File: config.mk
export PLATFORM = sky130hd
export DESIGN_NAME = speech_rom_fetch
export DESIGN_NICKNAME = d
export VERILOG_FILES = /design/src/rtl/sptr_pkg.sv /design/src/rtl/sptr_start.sv /design/src/rtl/sptr_cycle.sv /design/src/rtl/speech_rom_fetch.sv
export SDC_FILE = /design/constraint.sdc
export NUM_CORES = 1
export LEC_CHECK = 0
export BUFFER_PORTS_ARGS = -buffer_cell sky130_fd_sc_hd__buf_2
export CAP_MARGIN = 20
export CORE_MARGIN = 4
export CORE_UTILIZATION = 57
export CTS_CLUSTER_SIZE = 12
export DETAILED_ROUTE_END_ITERATION = 6
export GPL_ROUTABILITY_DRIVEN = 0
export PLACE_DENSITY_LB_ADDON = 0.05
export SETUP_SLACK_MARGIN = 0.1
export SLEW_MARGIN = 20
export SYNTH_ARGS = -nofsm -noshare
export SYNTH_HDL_FRONTEND = slang
export SYNTH_SLANG_ARGS = --single-unit
File: constraint.sdc
create_clock -name clk -period 2 [get_ports clk]
set_input_delay 0.4 -clock clk [delete_from_list [all_inputs] [get_ports clk]]
set_output_delay 0.4 -clock clk [all_outputs]
set_load 0.05 [all_outputs]
File: src/rtl/sptr_pkg.sv
package sptr_pkg;
  typedef enum logic [2:0] {
    S_IDLE,
    S_DIR_HI,
    S_DIR_LO,
    S_DATA,
    S_HOLD
  } seq_state_e;
endpackage

File: src/rtl/sptr_start.sv
module sptr_start (
  input  logic clk,
  input  logic rst_n,
  input  logic cs_n,
  input  logic st_n,
  input  logic enable,
  output logic start
);
  logic st_q;

  always_ff @(posedge clk or negedge rst_n) begin
    if (!rst_n) st_q <= 1'b1;
    else        st_q <= st_n;
  end

  // rising edge of the strobe, gated by chip select and idle state
  assign start = enable && !cs_n && st_n && !st_q;
endmodule

File: src/rtl/sptr_cycle.sv
module sptr_cycle #(
  parameter int AW        = 17,
  parameter int LOW_W     = 9,
  parameter int CYC_CLKS  = 24,
  parameter int ALE_CLKS  = 2,
  parameter int STB_START = 8,
  parameter int STB_CLKS  = 8
) (
  input  logic                clk,
  input  logic                rst_n,
  input  logic                go,
  input  logic                kill,
  input  logic [AW-1:0]       addr,
  output logic [LOW_W-1:0]    addr_lo,
  output logic [AW-LOW_W-1:0] bus_o,
  output logic                bus_oe,
  output logic                ale,
  output logic                aen_n,
  output logic                drq_n,
  output logic                cap,
  output logic                done
);
  localparam int PH_W = $clog2(CYC_CLKS);

  logic            active;
  logic [PH_W-1:0] ph;
  logic [AW-1:0]   addr_q;

  always_ff @(posedge clk or negedge rst_n) begin
    if (!rst_n) begin
      active <= 1'b0;
      ph     <= '0;
      addr_q <= '0;
    end else if (kill) begin
      active <= 1'b0;
      ph     <= '0;
    end else if (go && !active) begin
      active <= 1'b1;
      ph     <= '0;
      addr_q <= addr;
    end else if (active) begin
      if (ph == PH_W'(CYC_CLKS - 1)) begin
        active <= 1'b0;
        ph     <= '0;
      end else begin
        ph <= ph + 1'b1;
      end
    end
  end

  assign addr_lo = addr_q[LOW_W-1:0];
  assign bus_o   = addr_q[AW-1:LOW_W];
  assign ale     = active && (ph < PH_W'(ALE_CLKS));
  assign bus_oe  = active && (ph <= PH_W'(ALE_CLKS));
  assign aen_n   = !(active && (ph > PH_W'(ALE_CLKS)) && (ph < PH_W'(CYC_CLKS - 1)));
  assign drq_n   = !(active && (ph >= PH_W'(STB_START)) && (ph < PH_W'(STB_START + STB_CLKS)));
  assign cap     = active && (ph == PH_W'(STB_START + STB_CLKS - 1));
  assign done    = active && (ph == PH_W'(CYC_CLKS - 1));

  // upper byte still on the bus when the latch strobe falls
  p_ale_bus_r6: assert property (@(posedge clk) disable iff (!rst_n)
    $fell(ale) && !$past(kill) |-> bus_oe);
  // address-valid window never overlaps the driven bus
  p_aen_no_bus_r7: assert property (@(posedge clk) disable iff (!rst_n)
    !aen_n |-> !bus_oe && !ale);
  // data strobe sits inside the address-valid window
  p_drq_in_aen_r7: assert property (@(posedge clk) disable iff (!rst_n)
    !drq_n |-> !aen_n);
endmodule

File: src/rtl/speech_rom_fetch.sv
module speech_rom_fetch #(
  parameter int AW        = 17,
  parameter int LOW_W     = 9,
  parameter int DW        = 8,
  parameter int CYC_CLKS  = 24,
  parameter int ALE_CLKS  = 2,
  parameter int STB_START = 8,
  parameter int STB_CLKS  = 8
) (
  input  logic             clk,
  input  logic             rst_n,
  input  logic             cs_n,
  input  logic             st_n,
  input  logic [DW-1:0]    msg_code,
  input  logic             stop,
  output logic [LOW_W-1:0] rom_addr_lo,
  output logic [DW-1:0]    bus_o,
  output logic             bus_oe,
  input  logic [DW-1:0]    bus_i,
  output logic             ale,
  output logic             aen_n,
  output logic             drq_n,
  output logic             dir_flag,
  output logic             busy,
  output logic [DW-1:0]    out_data,
  output logic             out_valid,
  input  logic             out_ready
);
  import sptr_pkg::*;

  seq_state_e    state;
  logic [AW-1:0] addr_q;
  logic [DW-1:0] hi_q, lo_q;
  logic          go_q, start, cap, done;

  sptr_start u_start (
    .clk(clk), .rst_n(rst_n), .cs_n(cs_n), .st_n(st_n),
    .enable(state == S_IDLE), .start(start)
  );

  sptr_cycle #(
    .AW(AW), .LOW_W(LOW_W), .CYC_CLKS(CYC_CLKS), .ALE_CLKS(ALE_CLKS),
    .STB_START(STB_START), .STB_CLKS(STB_CLKS)
  ) u_cycle (
    .clk(clk), .rst_n(rst_n), .go(go_q), .kill(stop), .addr(addr_q),
    .addr_lo(rom_addr_lo), .bus_o(bus_o), .bus_oe(bus_oe), .ale(ale),
    .aen_n(aen_n), .drq_n(drq_n), .cap(cap), .done(done)
  );

  always_ff @(posedge clk or negedge rst_n) begin
    if (!rst_n) begin
      state     <= S_IDLE;
      addr_q    <= '0;
      hi_q      <= '0;
      lo_q      <= '0;
      go_q      <= 1'b0;
      out_data  <= '0;
      out_valid <= 1'b0;
    end else begin
      go_q <= 1'b0;
      if (out_valid && out_ready) out_valid <= 1'b0;
      if (stop) begin
        state     <= S_IDLE;
        out_valid <= 1'b0;
      end else begin
        case (state)
          S_IDLE: if (start) begin
            addr_q <= AW'({msg_code, 1'b0});
            state  <= S_DIR_HI;
            go_q   <= 1'b1;
          end
          S_DIR_HI: begin
            if (cap) hi_q <= bus_i;
            if (done) begin
              addr_q <= addr_q + 1'b1;
              state  <= S_DIR_LO;
              go_q   <= 1'b1;
            end
          end
          S_DIR_LO: begin
            if (cap) lo_q <= bus_i;
            if (done) begin
              addr_q <= AW'({hi_q, lo_q, 1'b0});
              state  <= S_DATA;
              go_q   <= 1'b1;
            end
          end
          S_DATA: begin
            if (cap) begin
              out_data  <= bus_i;
              out_valid <= 1'b1;
            end
            if (done) state <= S_HOLD;
          end
          S_HOLD: if (!out_valid || out_ready) begin
            addr_q <= addr_q + 1'b1;
            state  <= S_DATA;
            go_q   <= 1'b1;
          end
          default: state <= S_IDLE;
        endcase
      end
    end
  end

  assign busy     = (state != S_IDLE);
  assign dir_flag = (state == S_DIR_HI) || (state == S_DIR_LO);

  // a held byte stays put until taken
  p_hold_stable_r8: assert property (@(posedge clk) disable iff (!rst_n)
    out_valid && !out_ready && !stop |=> out_valid && $stable(out_data));
  // no new access begins while a byte waits
  p_no_fetch_full_r8: assert property (@(posedge clk) disable iff (!rst_n)
    $rose(ale) |-> !out_valid);
  // directory flag only inside a running message
  p_dir_busy_r4: assert property (@(posedge clk) disable iff (!rst_n)
    dir_flag |-> busy);
  // stop empties the block on the next clock
  p_stop_idle_r9: assert property (@(posedge clk) disable iff (!rst_n)
    stop |=> !busy && !out_valid);
endmodule

==> impl_results.md <==
- IO Count: 54
- Post-synth ARST share: 100%
- Ant diodes: 0
- Vias per cell: 5.86
- Core Util, Final: 73.1%
- Synth Area in Adders: 1.69%
- First-pass GRT wire length: 13000 um
- Most common cell after layout, fill and taps aside: dfrtp_1
- Worst hold slack: 148 ps
- Top_reg_cell synth: dfrtp_1
- H-tree level count: 3
- Cell taking the most area after synthesis: dfrtp_1
- Dpl ws: 171 ps
- Final Skew: 12.9 ps
- Synth Area in XOR/XNOR: 0.987%
- Nets@finish: 425
- Clk slew on worst S/H paths: 80 ps
- DR DRC count: 0
- Worst min path class: input pin to flop
- Drt first pass iters: 5
- Synthesized area per cell: 11.1 um2
- Peak Freq: 503 MHz
- Number of global-route vias before repair: 2587
- Vias: 2802
- Psw: 1.06 mW
- P_int: 2.43 mW
- Library cells used by synthesis: 63
- Die height: 86.9 um
- Initial core utilization: 59.3%
- Initial antenna violation count: 0
- Max Root-Sink Buffers: 2
- Layout cell share with drive strength beyond 1: 42.9%
- CTS tree: built
- EDFF count, synth: 0
- Yosys top cell area share: 48.6%
- Crit share post-route: 99.3%
- Sequential share of the synthesized area: 49.4%
- Post-Route Setup TNS: 0 ps
- Final Instance Area: 4380 um2
- WL per Instance: 16.7 um
- Measured slew at the worst slew-check pin: 375 ps
- Final-report setup violation count: 0
- Mux cell area share after synthesis: 14.5%
- Combinational share of power: 18.0%
- WP data required: 1600 ps
- Area post-placement: 4000 um2
- Synth top area cells: dfrtp_1 49%, mux2_2 13%, o21ai_0 3.8%
- Synth Area in Simple Gates: 15.2%
- Sw Share: 30.3%
- Die area: 7550 um2
- Drt first-iter violations: 158
- Routed Antenna Nets: 0
- Clk pwr share: 35.3%
- CP Launch Type: flop
- Largest family of logic cells by synthesized area: simple AND/OR/NAND/NOR gates
- Fin. max-slew vios: 0
- Compound-Gate Fraction of Synth Area: 14.6%
- Worst-path fanout max: 2
- Dpl hpwl: 5680 um
- Most frequent cells in the layout: 65 x dfrtp_1, 49 x buf_2, 41 x mux2_2
- Clock root buffer: clkbuf_8
- Max-cap violations: 0
- CTS buffer count: 9
- CTS Sinks: 70
- Port Buf Inserts: 53
- Fin worst setup slack: 13.2 ps
- Filler cell count: 440
- Final cell count without fillers: 478
- Routed WL: 7970 um
- Largest net degree at the start of global routing: 58
- Ys Warns: 0
- RSZ-0062 raised after global routing: yes
- Mapped Area: 3550 um2
- Crit. End Element: output pin
- Row count: 28
- P per Cell Area: 795 nW/um2
- VDD IR max: 0.624 mV
- Leak: 2.15 nW
- Total grt overflow: 0
- Status: finished, final reports clean
- Net Count, Synth: 345
- Tmin final: 1990 ps
- Critical path class: flop to output pin
- Layout overhead on the synthesized area: 23.4%
- Syn Inst Count: 319
- Relative max-transition margin: 75.0%
- Core Box Area: 5990 um2
- Reg power frac: 46.7%
- Die Width: 86.9 um
- Endpoints failing hold: 0
- Tot Pwr: 3.48 mW
- All-Layer GR Usage: 22.4%
- Dpl cells: 453
- Arrival time at the worst endpoint: 1590 ps
- Latest clock arrival within the worst-skew pair: 360 ps
- Seq cells post-synth: 70
cell usage after synthesis, types with 3 or more instances:
library cell and n:
o21ai_1 5, a221oi_1 4, xor2_1 3, and3_1 3, nand2_1 20, buf_2 8, nor4_1 3, nor2b_1 3
o22ai_1 3, mux2i_1 4, dfrtp_1 69, nor2_1 27, nand3_1 9, nor3_1 4, a31oi_1 6, o31a_1 3
a21oi_1 10, ha_1 4, o21ai_0 27, mux2_2 41, buf_6 5, inv_1 4
layer usage:
metal / wire length [um] / global-route usage, %
met1: 3790 / 33.2
met2: 3550 / 32.8
met3: 459 / 4.07
met4: 167 / 8.64
met5: 0 / 0
worst max-delay path, stage by stage, from the launching register on:
cell	delay [ps]
dfrtp_2	400
or4_4	550
a21oi_2	130
buf_6	170
cells by family (layout without fill, tap and decap cells):
| kind of cell | count (synthesis) | count (layout) |
|---|---|---|
| mux | 46 | 46 |
| xor+xnor | 4 | 4 |
| compound gates | 78 | 78 |
| buf+inv | 22 | 106 |
| flops | 70 | 70 |
| fa+ha+maj | 5 | 5 |
| simple gates | 94 | 94 |
state kept, by name, summed over array words and instances, names as in the netlist:
signal / flops
u_cycle.ph: 5
out_data: 8
addr_q: 17
hi_q: 8
u_cycle.active: 1
state: 3
u_cycle.addr_q: 17
out_valid: 1
lo_q: 8
go_q: 1
u_start.st_q: 1
power groups by stage:
stage / combinational, mW / sequential [mW] / clock [mW]
2_1_floorplan: 0.244 / 1.81 / 0
3_3_place_gp: 0.593 / 1.65 / 0
3_5_place_dp: 0.605 / 1.66 / 0
4_1_cts: 0.622 / 1.62 / 1.24
5_1_grt: 0.679 / 1.64 / 1.31
6_report: 0.627 / 1.63 / 1.23
worst paths after layout:
check	from	cells after the start	slack, ps	endpoint
worst max-delay path	u_cycle.ph[3]	3	10	bus_oe
worst min-delay path	st_n	1	150	u_start.st_q
worst max register to register	state[0]	6	190	addr_q[5]
worst min register to register	u_cycle.addr_q[8]	1	500	u_cycle.addr_q[8]
max in group asynchronous	rst_n	3	880	addr_q[7]
min in group asynchronous	rst_n	2	490	addr_q[4]
repair_timing:
| action | in CTS | in global routing |
|---|---|---|
| endpoints found under the hold margin | 12 | 0 |
| cloned | 0 | 0 |
| hold buffers | 1 | 0 |
| gates resized for setup | 16 | 10 |
| pin swaps | 1 | 4 |
| setup endpoints to repair | 5 | 24 |
| setup buffers | 7 | 2 |
area by class of cell:
cell class                 instances  area, um2  share of cell area [%]
sequential                        70       1760                    40.1
inverter                           6       22.5                   0.514
clock inverter                     6       87.6                    2.00
timing repair buffer              85        569                    13.0
multi-input combinational        227       1730                    39.4
clock buffer                       9        124                    2.83
tap                               75       93.8                    2.14
Power figures use the tool's default switching activity.
